$ cat src/rtl/dac_regbank_pkg.sv
// Shared types for the DAC code register bank.
package dac_regbank_pkg;

    // One decoded strobe: what the trailing edge of the strobe asks for.
    typedef struct packed {
        logic write;   // store bus data into one staging register
        logic load;    // copy all staging registers into live registers
    } bank_stb_t;

endpackage

$ cat src/rtl/dac_bus_sampler.sv
// Registers the parallel bus once and turns the trailing edge of the
// active-low strobe into one-cycle write and load pulses.
// Assumes: all bus inputs are stable around the strobe's rising edge.
// The clear forces the strobe history high, so no edge is seen while
// the clear is low.
module dac_bus_sampler
    import dac_regbank_pkg::*;
#(
    parameter int ADDR_W = 4,
    parameter int CODE_W = 8
) (
    input  logic              clk,
    input  logic              clear_n,
    input  logic              sel,
    input  logic              rw,
    input  logic              en_n,
    input  logic              ld,
    input  logic [ADDR_W-1:0] addr,
    input  logic [CODE_W-1:0] din,
    output bank_stb_t         stb,
    output logic [ADDR_W-1:0] s_addr,
    output logic [CODE_W-1:0] s_din,
    output logic              rd_en
);

    logic s_sel, s_rw, s_ld, s_en_n, s_en_d;
    logic en_rise;

    // Capture the bus and keep one cycle of strobe history.
    always_ff @(posedge clk) begin
        if (!clear_n) begin
            s_sel  <= 1'b0;
            s_rw   <= 1'b0;
            s_ld   <= 1'b0;
            s_en_n <= 1'b1;
            s_en_d <= 1'b1;
            s_addr <= '0;
            s_din  <= '0;
        end else begin
            s_sel  <= sel;
            s_rw   <= rw;
            s_ld   <= ld;
            s_en_n <= en_n;
            s_en_d <= s_en_n;
            s_addr <= addr;
            s_din  <= din;
        end
    end

    // Decode the trailing strobe edge into actions; none act during clear.
    always_comb begin
        en_rise   = s_en_n & ~s_en_d;
        stb.write = en_rise & s_sel & ~s_rw & clear_n;
        stb.load  = en_rise & s_ld & clear_n;
        rd_en     = s_sel & s_rw;
    end

endmodule

$ cat src/rtl/dac_input_bank.sv
// Staging registers, one per channel, written one at a time, plus the
// readback multiplexer.
// Assumes: writes are single-cycle pulses. The staging registers have no
// reset and keep their contents through a clear. Addresses at or above
// NUM_CH select nothing and read back as zero.
module dac_input_bank #(
    parameter int NUM_CH = 16,
    parameter int CODE_W = 8,
    parameter int ADDR_W = 4
) (
    input  logic                     clk,
    input  logic                     wr,
    input  logic [ADDR_W-1:0]        wr_addr,
    input  logic [CODE_W-1:0]        wr_data,
    input  logic [ADDR_W-1:0]        rd_addr,
    output logic [NUM_CH*CODE_W-1:0] in_codes,
    output logic [CODE_W-1:0]        rd_data
);

    genvar ch;
    generate
        for (ch = 0; ch < NUM_CH; ch++) begin : g_stage
            // Store bus data when this channel is addressed by a write.
            always_ff @(posedge clk) begin
                if (wr && (wr_addr == ADDR_W'(ch)))
                    in_codes[ch*CODE_W +: CODE_W] <= wr_data;
            end
        end
    endgenerate

    // Select the addressed staging register for readback.
    always_comb begin
        rd_data = '0;
        for (int i = 0; i < NUM_CH; i++)
            if (rd_addr == ADDR_W'(i))
                rd_data = in_codes[i*CODE_W +: CODE_W];
    end

endmodule

$ cat src/rtl/dac_output_bank.sv
// Live code registers. A load copies every staging register at once. A
// write in the same cycle passes through to its own channel, so a
// combined write-and-load strobe shows the new code.
// Assumes: the clear is synchronous, active low, and wins over a load.
module dac_output_bank #(
    parameter int NUM_CH = 16,
    parameter int CODE_W = 8,
    parameter int ADDR_W = 4
) (
    input  logic                     clk,
    input  logic                     clear_n,
    input  logic                     load,
    input  logic                     wr,
    input  logic [ADDR_W-1:0]        wr_addr,
    input  logic [CODE_W-1:0]        wr_data,
    input  logic [NUM_CH*CODE_W-1:0] in_codes,
    output logic [NUM_CH*CODE_W-1:0] dac_codes
);

    genvar ch;
    generate
        for (ch = 0; ch < NUM_CH; ch++) begin : g_live
            logic [CODE_W-1:0] next_code;

            // Pick the staged code, or the code being written right now.
            always_comb begin
                if (wr && (wr_addr == ADDR_W'(ch)))
                    next_code = wr_data;
                else
                    next_code = in_codes[ch*CODE_W +: CODE_W];
            end

            // Clear to zero, or take the new code on a load.
            always_ff @(posedge clk) begin
                if (!clear_n)
                    dac_codes[ch*CODE_W +: CODE_W] <= '0;
                else if (load)
                    dac_codes[ch*CODE_W +: CODE_W] <= next_code;
            end
        end
    endgenerate

endmodule

$ cat src/rtl/dac_regbank.sv
// Top of the double-buffered DAC code register bank. It samples the
// parallel bus, stages writes per channel, and moves all staged codes to
// the live codes on a load strobe. Readback shows the staged codes on a
// data-out bus with an output-enable.
// Assumes: one clock domain. The bus is asynchronous to clk but slow
// enough that each strobe phase spans at least two clock cycles.
module dac_regbank
    import dac_regbank_pkg::*;
#(
    parameter int NUM_CH = 16,
    parameter int CODE_W = 8,
    localparam int ADDR_W = (NUM_CH > 1) ? $clog2(NUM_CH) : 1,
    localparam int BUS_W  = NUM_CH * CODE_W
) (
    input  logic              clk,
    input  logic              clear_n,
    input  logic              sel,
    input  logic              rw,
    input  logic              en_n,
    input  logic              ld,
    input  logic [ADDR_W-1:0] addr,
    input  logic [CODE_W-1:0] din,
    output logic [CODE_W-1:0] dout,
    output logic              dout_oe,
    output logic [BUS_W-1:0]  dac_codes
);

    bank_stb_t         stb;
    logic [ADDR_W-1:0] s_addr;
    logic [CODE_W-1:0] s_din;
    logic              rd_en;
    logic [BUS_W-1:0]  in_codes;
    logic [CODE_W-1:0] rd_data;

    dac_bus_sampler #(.ADDR_W(ADDR_W), .CODE_W(CODE_W)) sampler_i (
        .clk     (clk),
        .clear_n (clear_n),
        .sel     (sel),
        .rw      (rw),
        .en_n    (en_n),
        .ld      (ld),
        .addr    (addr),
        .din     (din),
        .stb     (stb),
        .s_addr  (s_addr),
        .s_din   (s_din),
        .rd_en   (rd_en)
    );

    dac_input_bank #(.NUM_CH(NUM_CH), .CODE_W(CODE_W), .ADDR_W(ADDR_W)) stage_i (
        .clk      (clk),
        .wr       (stb.write),
        .wr_addr  (s_addr),
        .wr_data  (s_din),
        .rd_addr  (s_addr),
        .in_codes (in_codes),
        .rd_data  (rd_data)
    );

    dac_output_bank #(.NUM_CH(NUM_CH), .CODE_W(CODE_W), .ADDR_W(ADDR_W)) live_i (
        .clk       (clk),
        .clear_n   (clear_n),
        .load      (stb.load),
        .wr        (stb.write),
        .wr_addr   (s_addr),
        .wr_data   (s_din),
        .in_codes  (in_codes),
        .dac_codes (dac_codes)
    );

    // Drive readback only while a read is selected.
    always_comb begin
        dout_oe = rd_en;
        dout    = rd_en ? rd_data : '0;
    end

endmodule

$ cat config.mk
export PLATFORM = sky130hd
export DESIGN_NAME = dac_regbank
export DESIGN_NICKNAME = d
export VERILOG_FILES = /design/src/rtl/dac_regbank_pkg.sv /design/src/rtl/dac_bus_sampler.sv /design/src/rtl/dac_input_bank.sv /design/src/rtl/dac_output_bank.sv /design/src/rtl/dac_regbank.sv
export SDC_FILE = /design/constraint.sdc
export NUM_CORES = 1
export LEC_CHECK = 0
export ABC_CLOCK_PERIOD_IN_PS = 2500
export BUFFER_PORTS_ARGS = -buffer_cell sky130_fd_sc_hd__buf_2
export CORE_UTILIZATION = 52
export DETAILED_ROUTE_END_ITERATION = 12
export PLACE_DENSITY = 0.85
export SLEW_MARGIN = 20
export SYNTH_ARGS = -nofsm -noshare
export SYNTH_HDL_FRONTEND = slang
export SYNTH_HIERARCHICAL = 1
export SYNTH_SLANG_ARGS = --single-unit
$ cat constraint.sdc
create_clock -name clk -period 2.5 [get_ports clk]
set_input_delay 0.375 -clock clk [delete_from_list [all_inputs] [get_ports clk]]
set_output_delay 0.375 -clock clk [all_outputs]
set_load 0.005 [all_outputs]
Word-level counts from Yosys, hierarchy flattened
Cells that the tools add are included.
{"block": "classes", "eq_ne": 15, "bitwise": 9, "reduce_logical": 17, "n_mux": 33}
{"operator": "8-bit 2-to-1 mux", "count": 33}
{"operator": "4-bit == test, second input constant", "count": 8}
{"operator": "4-bit by 3-bit == test with 1-bit output, second input constant", "count": 4}
{"operator": "1-bit logical AND", "count": 16}
{"operator": "4-bit by 2-bit == test with 1-bit output, second input constant", "count": 2}
{"operator": "1-bit AND", "count": 7}
{"operator": "4-bit by 1-bit == test with 1-bit output, second input constant", "count": 1}
{"operator": "4-bit logical NOT", "count": 1}
{"operator": "1-bit inverter", "count": 2}
{"block": "word_totals", "elab_cells": 113, "input_bits": 18, "out_inout_bits": 137, "ff_bits": 273}

Longest topological paths before layout
Gate-level depths: netlist of the first run.
{"block": "depth", "ltp_word": 18, "ltp_mapped": 9, "mapped_depth_nobuf": 6}

By module
Netlist of the first run, hierarchy kept.
{"module": "dac_output_bank", "cells_per_inst": 773, "area_each_um2": 5959.5, "instances": 1, "seq_area_each_um2": 2562.5}
{"module": "dac_input_bank", "cells_per_inst": 361, "area_each_um2": 5464.0, "instances": 1, "seq_area_each_um2": 3843.7}
{"module": "dac_bus_sampler", "cells_per_inst": 39, "area_each_um2": 495.5, "instances": 1, "seq_area_each_um2": 340.3}
{"module": "dac_regbank", "cells_per_inst": 8, "area_each_um2": 50.0, "instances": 1, "seq_area_each_um2": 0.0}

Worst setup path before layout of the first run
OpenSTA, ideal clock, no wires.
{"block": "synth_path", "kind": "input port to flip-flop", "start": "input port clear_n", "end": "register stage_i.in_codes[0], enable pin", "path_slack_ns": -0.018, "t_arrival_ns": 2.134, "cell_stages": 4, "t_required_ns": 2.117, "n_path_buf": 0, "setup_time_ns": 0.383, "cell_sequence": "nand2_2 -> nor4b_2 -> or3b_2 -> nor3_1"}
{"item": "from (decl)", "line": "dac_regbank.sv:16", "rtl": "input logic clear_n,"}
{"item": "to (signal, indexed assignment)", "line": "dac_input_bank.sv:26", "rtl": "in_codes[ch*CODE_W +: CODE_W] <= wr_data;"}
{"item": "to (decl)", "line": "dac_input_bank.sv:16", "rtl": "output logic [NUM_CH*CODE_W-1:0] in_codes,"}

Worst setup path in the final report of the first run
{"block": "layout_path", "start": "register sampler_i.s_addr[0]", "end": "output port dout[5]"}
{"block": "layout_between", "elab_chain_cells": 18, "word_cells_on_any_way": 33, "cone_classes": "15 x eq/ne; 17 x mux; 1 x reduce/logical"}
{"item": "from (decl)", "line": "dac_bus_sampler.sv:21", "rtl": "output logic [ADDR_W-1:0] s_addr,"}
{"item": "from (signal assigned)", "line": "dac_bus_sampler.sv:45", "rtl": "s_addr <= addr;"}
{"item": "4-bit logical NOT", "line": "dac_input_bank.sv:35", "rtl": "if (rd_addr == ADDR_W'(i))"}
{"item": "8-bit 2-to-1 mux (15 in a row)", "line": "dac_input_bank.sv:35"}
{"item": "8-bit 2-to-1 mux (*)", "line": "dac_input_bank.sv:35"}
{"item": "named net rd_data[5]", "line": "dac_regbank.sv:33", "rtl": "logic [CODE_W-1:0] rd_data;"}
{"item": "8-bit 2-to-1 mux (*)", "line": "dac_regbank.sv:74", "rtl": "dout = rd_en ? rd_data : '0;"}
{"item": "to (decl)", "line": "dac_regbank.sv:23", "rtl": "output logic [CODE_W-1:0] dout,"}
The timed path passes the listed nets; every way through them passes the cells marked *.

==> summary.txt, run 1 <==
Timing
  – Final WS setup: -0.3930 ns
  – Skew final: 0.01381 ns
  – Slew @ Worst Pin: 0.8807 ns
  – Hold violation count in the final report: 0
  – Setup Viol. Count Final: 8
  – RSZ-0062 raised after global routing: yes
  – Final Cycle Share: 1.157
  – Fin crit period: 2.893 ns
  – Min Hold Slack: 0.02118 ns
  – Fmax: 345.7 MHz
  – Slew Viols, Final: 0
  – Slew headroom: 0.4129

Critical path
  – Data arrival, critical path: 2.52 ns
  – Max Fanout on Critical Path: 8
  – Crit Path Class: register to output pin
  – Critical path launch point type: register
  – CP Capture Type: output pin
  – Flop2flop setup slack: 0.31 ns
  – CP required: 2.12 ns

Global routing
  – Global-route wire length before repair: 58490 um
  – Initial antenna violation count: 0
  – Vias in the first global route: 10050
  – Largest net degree at the start of global routing: 146
  – Grt ovf: 0
  – GR Util All Layers: 0.3234

Placement
  – Placed inst area: 0.01315 mm2
  – PortBufs: 154
  – Cells after DPL: 1576
  – DP HPWL: 26460 um
  – Placer Congestion: 0.9800
  – Post-Place Setup Slack: 0.1038 ns

Outcome
  – Failing checks: negative setup slack
  – Status: finished, violations left

Hold path
  – Worst Hold Class: primary input to register

Finish
  – Cell Count, Final, Fillers Out: 1656
  – Synthesis-to-finish area growth: 20.69%
  – Ant diodes: 0
  – Commonest non-fill, non-tap cell in the layout: o21ai_0
  – Register area: 0.006758 mm2
  – FILL cells: 1762
  – Nets: 1368
  – Final instance area: 0.01445 mm2
  – Multi-input logic area: 0.004742 mm2
  – Share of cells above drive strength 1: 0.2684
  – Commonest cells after routing, fill and taps aside: o21ai_0 (231), buf_2 (152), nand2_1 (148)

Detailed routing
  – Final wirelength: 39170 um
  – DRC Markers: 0
  – Antenna-violating nets left: 0
  – Routed via count: 10780
  – Initial DRC count: 1529
  – DRT Pass-1 Iters: 6
  – Via/cell ratio: 6.507
  – WL/cell: 23.65 um

Clock tree
  – H-tree lvl count: 1
  – Root buf cell: clkbuf_16
  – TritonCTS clock tree: done
  – Worst skew pair latency: 0.54 ns
  – Post-CTS Hold Buffers: 0
  – CTS Buffer Depth: 3
  – Worst-path clk slew: 0.06 ns
  – Clock Sinks: 273
  – CTS Buf Count: 27

Floorplanning
  – Row cnt: 55
  – Ports: 155
  – Chip Height: 153.7 um
  – Die area: 0.02363 mm2
  – Core area: 0.02257 mm2
  – Die W: 153.7 um
  – Initial Util: 0.5303

Synth
  – Net Count, Synth: 1199
  – Primary FF master, synth: dfxtp_1
  – Synthesized instance count: 1181
  – Asr flop ratio synth: 0
  – Post-synth EDFFs: 128
  – Unique cell type count in the Yosys netlist: 64
  – Register area share after synthesis: 0.5637
  – Yosys warning count: 6
  – Avg Cell Area, Syn: 10.13 um2
  – Synthesized area: 0.01197 mm2
  – Synth Register Bits: 273

Job
  – MaxCap Viol Count: 0

Pwr
  – PnR Total Power: 9.384 mW
  – Leakage: 5.391 nW
  – PD cells: 649.7 mW/mm2
  – Peak VDD IR: 0.4487 mV
==> synth_stat cells (6+ instances only) <==
master / number / area, um2
buf_4: 12 / 90.09
o22ai_1: 6 / 37.54
buf_2: 31 / 155.2
a31oi_1: 131 / 819.5
and2_1: 20 / 125.1
nand2_1: 151 / 566.8
o21ai_0: 234 / 1171
dfxtp_1: 145 / 2903
clkbuf_2: 9 / 45.04
nand3b_1: 8 / 60.06
o21ai_1: 37 / 185.2
edfxtp_1: 128 / 3844
and3b_1: 20 / 175.2
and3_1: 9 / 56.30
mux4_2: 6 / 135.1
nand3_1: 6 / 30.03
nand2b_1: 6 / 37.54
nor2_1: 25 / 93.84
mux2i_1: 9 / 90.09
nor3_1: 11 / 55.05
mux2_2: 6 / 67.56
a21oi_1: 17 / 85.08
nor3b_2: 9 / 112.6
clkbuf_1: 54 / 202.7
==> metrics by stage <==
step | utilization | TNS [ns]
after floorplan | - | 0
after global placement | 0.5824 | 0
after detailed placement | 0.5824 | 0
after CTS | 0.6321 | -1.960
after global routing | 0.6400 | -2.856
final | 0.6400 | -2.569
==> registers in the layout, summed over array words and instances (netlist names) <==
register	count
sampler_i/s_rw	1
sampler_i/s_ld	1
sampler_i/s_addr	4
sampler_i/s_en_d	1
stage_i/in_codes	128
sampler_i/s_din	8
live_i/dac_codes	128
sampler_i/s_en_n	1
sampler_i/s_sel	1
==> power by group <==
part	total, mW	switching (mW)	internal (mW)	leakage, nW
clock network	4.01	1.72	2.29	0.425
registers	4.76	0.0554	4.71	2.26
logic	0.617	0.364	0.253	2.70
==> cell families (layout without fill, tap and decap cells) <==
kind of cell           Yosys count  after routing  synth area share
buffers and inverters          119            309           0.04965
AND/OR/NAND/NOR                296            296            0.1292
AO/OA/AOI/OAI                  467            467            0.2220
flip-flops                     273            273            0.5637
multiplexers                    26             26           0.03544
==> metal layers <==
layer,wire [um],track usage,vias to the layer above
met4,1554,0.1343,0
met5,0,0,-
met2,17940,0.5095,788
met1,15020,0.4418,5132
li1,-,-,4736
met3,4661,0.05778,119
==> path summary, 6_finish.rpt <==
check	to	from	cells past startpoint
setup / recovery	dout[5]	sampler_i/s_addr[0]$_SDFF_PN0_	9
hold / removal	sampler_i/s_en_n$_SDFF_PN1_	en_n	2
setup reg to reg	stage_i/in_codes[16]$_DFFE_PP_	sampler_i/s_en_n$_SDFF_PN1_	6
hold reg to reg	sampler_i/s_en_d$_SDFF_PN1_	sampler_i/s_en_n$_SDFF_PN1_	1
==> critical path, stage by stage (launching register included) <==
cell and delay (ns):
dfxtp_4 0.41, buf_12 0.17, buf_4 0.15, and2b_2 0.26
a22oi_2 0.18, a21oi_1 0.13, o2bb2ai_1 0.21, nand4_1 0.18
and2_1 0.19, buf_2 0.12
==> final cells by class <==
class                           instances  share of cell area
Clock buffer                           34             0.05076
Clock inverter                         16            0.009528
Inverter                                5            0.001559
Multi-Input combinational cell        789              0.3283
Sequential cell                       273              0.4678
Tap cell                              285             0.02469
Timing Repair Buffer                  253              0.1170
Timing Repair inverter                  1           0.0003465
==> repair_timing <==
action                                  CTS  global route
endpoints found under the setup margin    8             8
buffers inserted                         17            11
gates cloned                              2             0
pin swaps                                 9             9
gates resized for setup                  37            24
No activity file was read; power rests on OpenSTA's default activity.
==> inputs of run 2 (changes only) <==
- REMOVE_ABC_BUFFERS: unset -> 1
==> run 2 against run 1 <==
Net effect: the flow still finishes with violations (negative setup slack); final cell count is 0.30% lower; via count is 2.7% lower; non-clock buffer count is 4 lower; combinational power is 5.5% lower; die area stayed put; largest power group unchanged.
==> summary.txt, run 2 (synthesis gave the netlist of run 1 again) <==
Hold path
  – Worst Hold Class: primary input to register
  – Hold path cells: 2 (unchanged)
  – Critical hold path startpoint: en_n
  – Hold Path Sink: sampler_i/s_en_n$_SDFF_PN1_

Global routing
  – Vias in the first global route: 9625 (-4.2%)
  – Grt ovf: 0 (unchanged)
  – Global-route wire length before repair: 54740 um (-6.4%)
  – Initial antenna violation count: 0 (unchanged)
  – Largest net degree at the start of global routing: 94 (-36%)
  – GR Util All Layers: 0.2994 (-0.02401)

Timing
  – Setup Viol. Count Final: 8 (unchanged)
  – Final setup TNS: -2.697 ns (-0.1279 ns)
  – Slew headroom: 0.4932 (+0.08034)
  – Fmax: 346.1 MHz (+0.13%)
  – Slew @ Worst Pin: 0.7591 ns (-0.1215 ns)
  – Hold violation count in the final report: 0 (unchanged)
  – Skew final: 0.01359 ns (-0.0002225 ns)
  – Fin crit period: 2.889 ns (-0.003833 ns)
  – RSZ-0062 raised after global routing: yes
  – Final Cycle Share: 1.156 (-0.001533)
  – Final WS setup: -0.3892 ns (+0.003833 ns)
  – Slew Viols, Final: 0 (unchanged)

Clock tree
  – TritonCTS clock tree: done
  – CTS Buffer Depth: 3 (unchanged)
  – Clock Sinks: 273 (unchanged)
  – H-tree lvl count: 1 (unchanged)
  – Worst-path clk slew: 0.06 ns (about the same)
  – Root buf cell: clkbuf_16
  – CTS Buf Count: 27 (unchanged)
  – Worst skew pair latency: 0.54 ns (about the same)
  – Post-CTS Hold Buffers: 0 (unchanged)

Critical path
  – Flop2flop setup slack: 0.39 ns (+0.08 ns)
  – Max Fanout on Critical Path: 8 (unchanged)
  – Data arrival, critical path: 2.51 ns (about the same)
  – CP Capture Type: output pin
  – R2R Path End: stage_i/in_codes[15]$_DFFE_PP_
  – CP required: 2.12 ns (about the same)
  – FF-to-FF Start: sampler_i/s_en_n$_SDFF_PN1_
  – Crit Path Class: register to output pin
  – Critical path launch point type: register
  – R2R cell count: 6 (unchanged)

Finish
  – Nets: 1363 (-0.37%)
  – Commonest non-fill, non-tap cell in the layout: o21ai_0
  – FILL cells: 1762 (unchanged)
  – Biggest regs: live_i/dac_codes (128), stage_i/in_codes (128), sampler_i/s_din (8)
  – Final instance area: 0.01446 mm2 (about the same)
  – Synthesis-to-finish area growth: 20.80% (about the same)
  – Commonest cells after routing, fill and taps aside: o21ai_0 (228), buf_2 (153), nand2_1 (149)
  – Ant diodes: 0 (unchanged)
  – Share of cells above drive strength 1: 0.2643 (-0.004142)

Floorplanning
  – Ports: 155 (unchanged)
  – Core area: 0.02257 mm2 (unchanged)
  – Chip Height: 153.7 um (unchanged)
  – Die area: 0.02363 mm2 (unchanged)
  – Row cnt: 55 (unchanged)
  – Die W: 153.7 um (unchanged)
  – Initial Util: 0.5303 (unchanged)

Detailed routing
  – DRC Markers: 0 (unchanged)
  – DRT Pass-1 Iters: 6 (unchanged)
  – WL/cell: 22.28 um (-5.8%)
  – Via/cell ratio: 6.351 (-2.4%)
  – Initial DRC count: 1547 (+1.2%)
  – Routed via count: 10490 (-2.7%)
  – Antenna-violating nets left: 0 (unchanged)
  – Final wirelength: 36790 um (-6.1%)

Placement
  – Placed inst area: 0.01320 mm2 (+0.44%)
  – Post-Place Setup Slack: 0.03444 ns (-0.06939 ns)
  – PortBufs: 154 (unchanged)
  – DP HPWL: 23990 um (-9.4%)
  – Placer Congestion: 0.9519 (-2.9%)

Pwr
  – Leakage: 5.392 nW (about the same)
  – Peak VDD IR: 0.4619 mV (+2.9%)
  – PnR Total Power: 9.299 mW (-0.90%)
  – PD cells: 643.2 mW/mm2 (-1.0%)

Outcome
  – Failing checks: negative setup slack
  – Status: finished, violations left

Job
  – MaxCap Viol Count: 0 (unchanged)
==> run 2: layer usage <==
| metal | global-route usage | vias up | part of all wire |
|---|---|---|---|
| met3 | 0.04481 | 144 | 0.094 |
| met4 | 0.1071 | 0 | 0.041 |
| met5 | 0 | - | 0 |
| met1 | 0.3988 | 4933 | 0.39 |
| met2 | 0.4976 | 684 | 0.48 |
| li1 | - | 4724 | - |
==> run 2: layout make-up <==
| cell class | instances | area, um2 | share of cell area |
|---|---|---|---|
| tap | 285 | 356.6 | 0.02466 |
| inverter | 5 | 22.52 | 0.001558 |
| timing repair buffer | 249 | 1669 | 0.1154 |
| multi-input combinational | 789 | 4788 | 0.3312 |
| sequential | 273 | 6759 | 0.4675 |
| clock inverter | 6 | 62.56 | 0.004327 |
| clock buffer | 44 | 800.8 | 0.05538 |
==> run 2: metrics by stage <==
step | hold slack (ns) | instances | utilization
detailed placement | 0.4556 | 1586 | 0.5850
global placement | 0.4361 | 1586 | 0.5850
floorplan | 0.4295 | 1067 | -
CTS | 0.01105 | 1645 | 0.6312
finish | 0.01804 | 1651 | 0.6406
global route | 0.009141 | 1651 | 0.6406
==> run 2: worst max-delay path, stage by stage (launching register included) <==
cell,delay (ns)
dfxtp_4,0.37
buf_12,0.16
buf_16,0.14
clkinvlp_4,0.22
or3_1,0.47
a21oi_2,0.22
o31ai_4,0.10
and2_1,0.16
buf_2,0.12
==> run 2: repair_timing <==
| action | in CTS | in global routing |
|---|---|---|
| pin swaps | 7 | 16 |
| setup endpoints to repair | 8 | 8 |
| resized for setup | 29 | 35 |
| setup buffers | 9 | 6 |
| cloned | 0 | 1 |
==> run 2: worst max path at each step <==
stage                                       end                      startpoint  cells after the start
2_1_floorplan  live_i/dac_codes[0]$_SDFFE_PN0P_                         clear_n                      4
3_3_place_gp                            dout[4]  sampler_i/s_addr[0]$_SDFF_PN0_                      8
3_5_place_dp                            dout[4]  sampler_i/s_addr[0]$_SDFF_PN0_                      8
4_1_cts                                 dout[3]  sampler_i/s_addr[0]$_SDFF_PN0_                      9
5_1_grt                                 dout[3]  sampler_i/s_addr[2]$_SDFF_PN0_                      8
6_report                                dout[7]  sampler_i/s_addr[0]$_SDFF_PN0_                      8
==> run 2: where the power goes <==
group / internal, mW / total (mW) / switching (mW)
registers: 4.71 / 4.76 / 0.0556
clock network: 2.29 / 3.95 / 1.67
logic: 0.247 / 0.583 / 0.335
total: 7.24 / 9.30 / 2.06
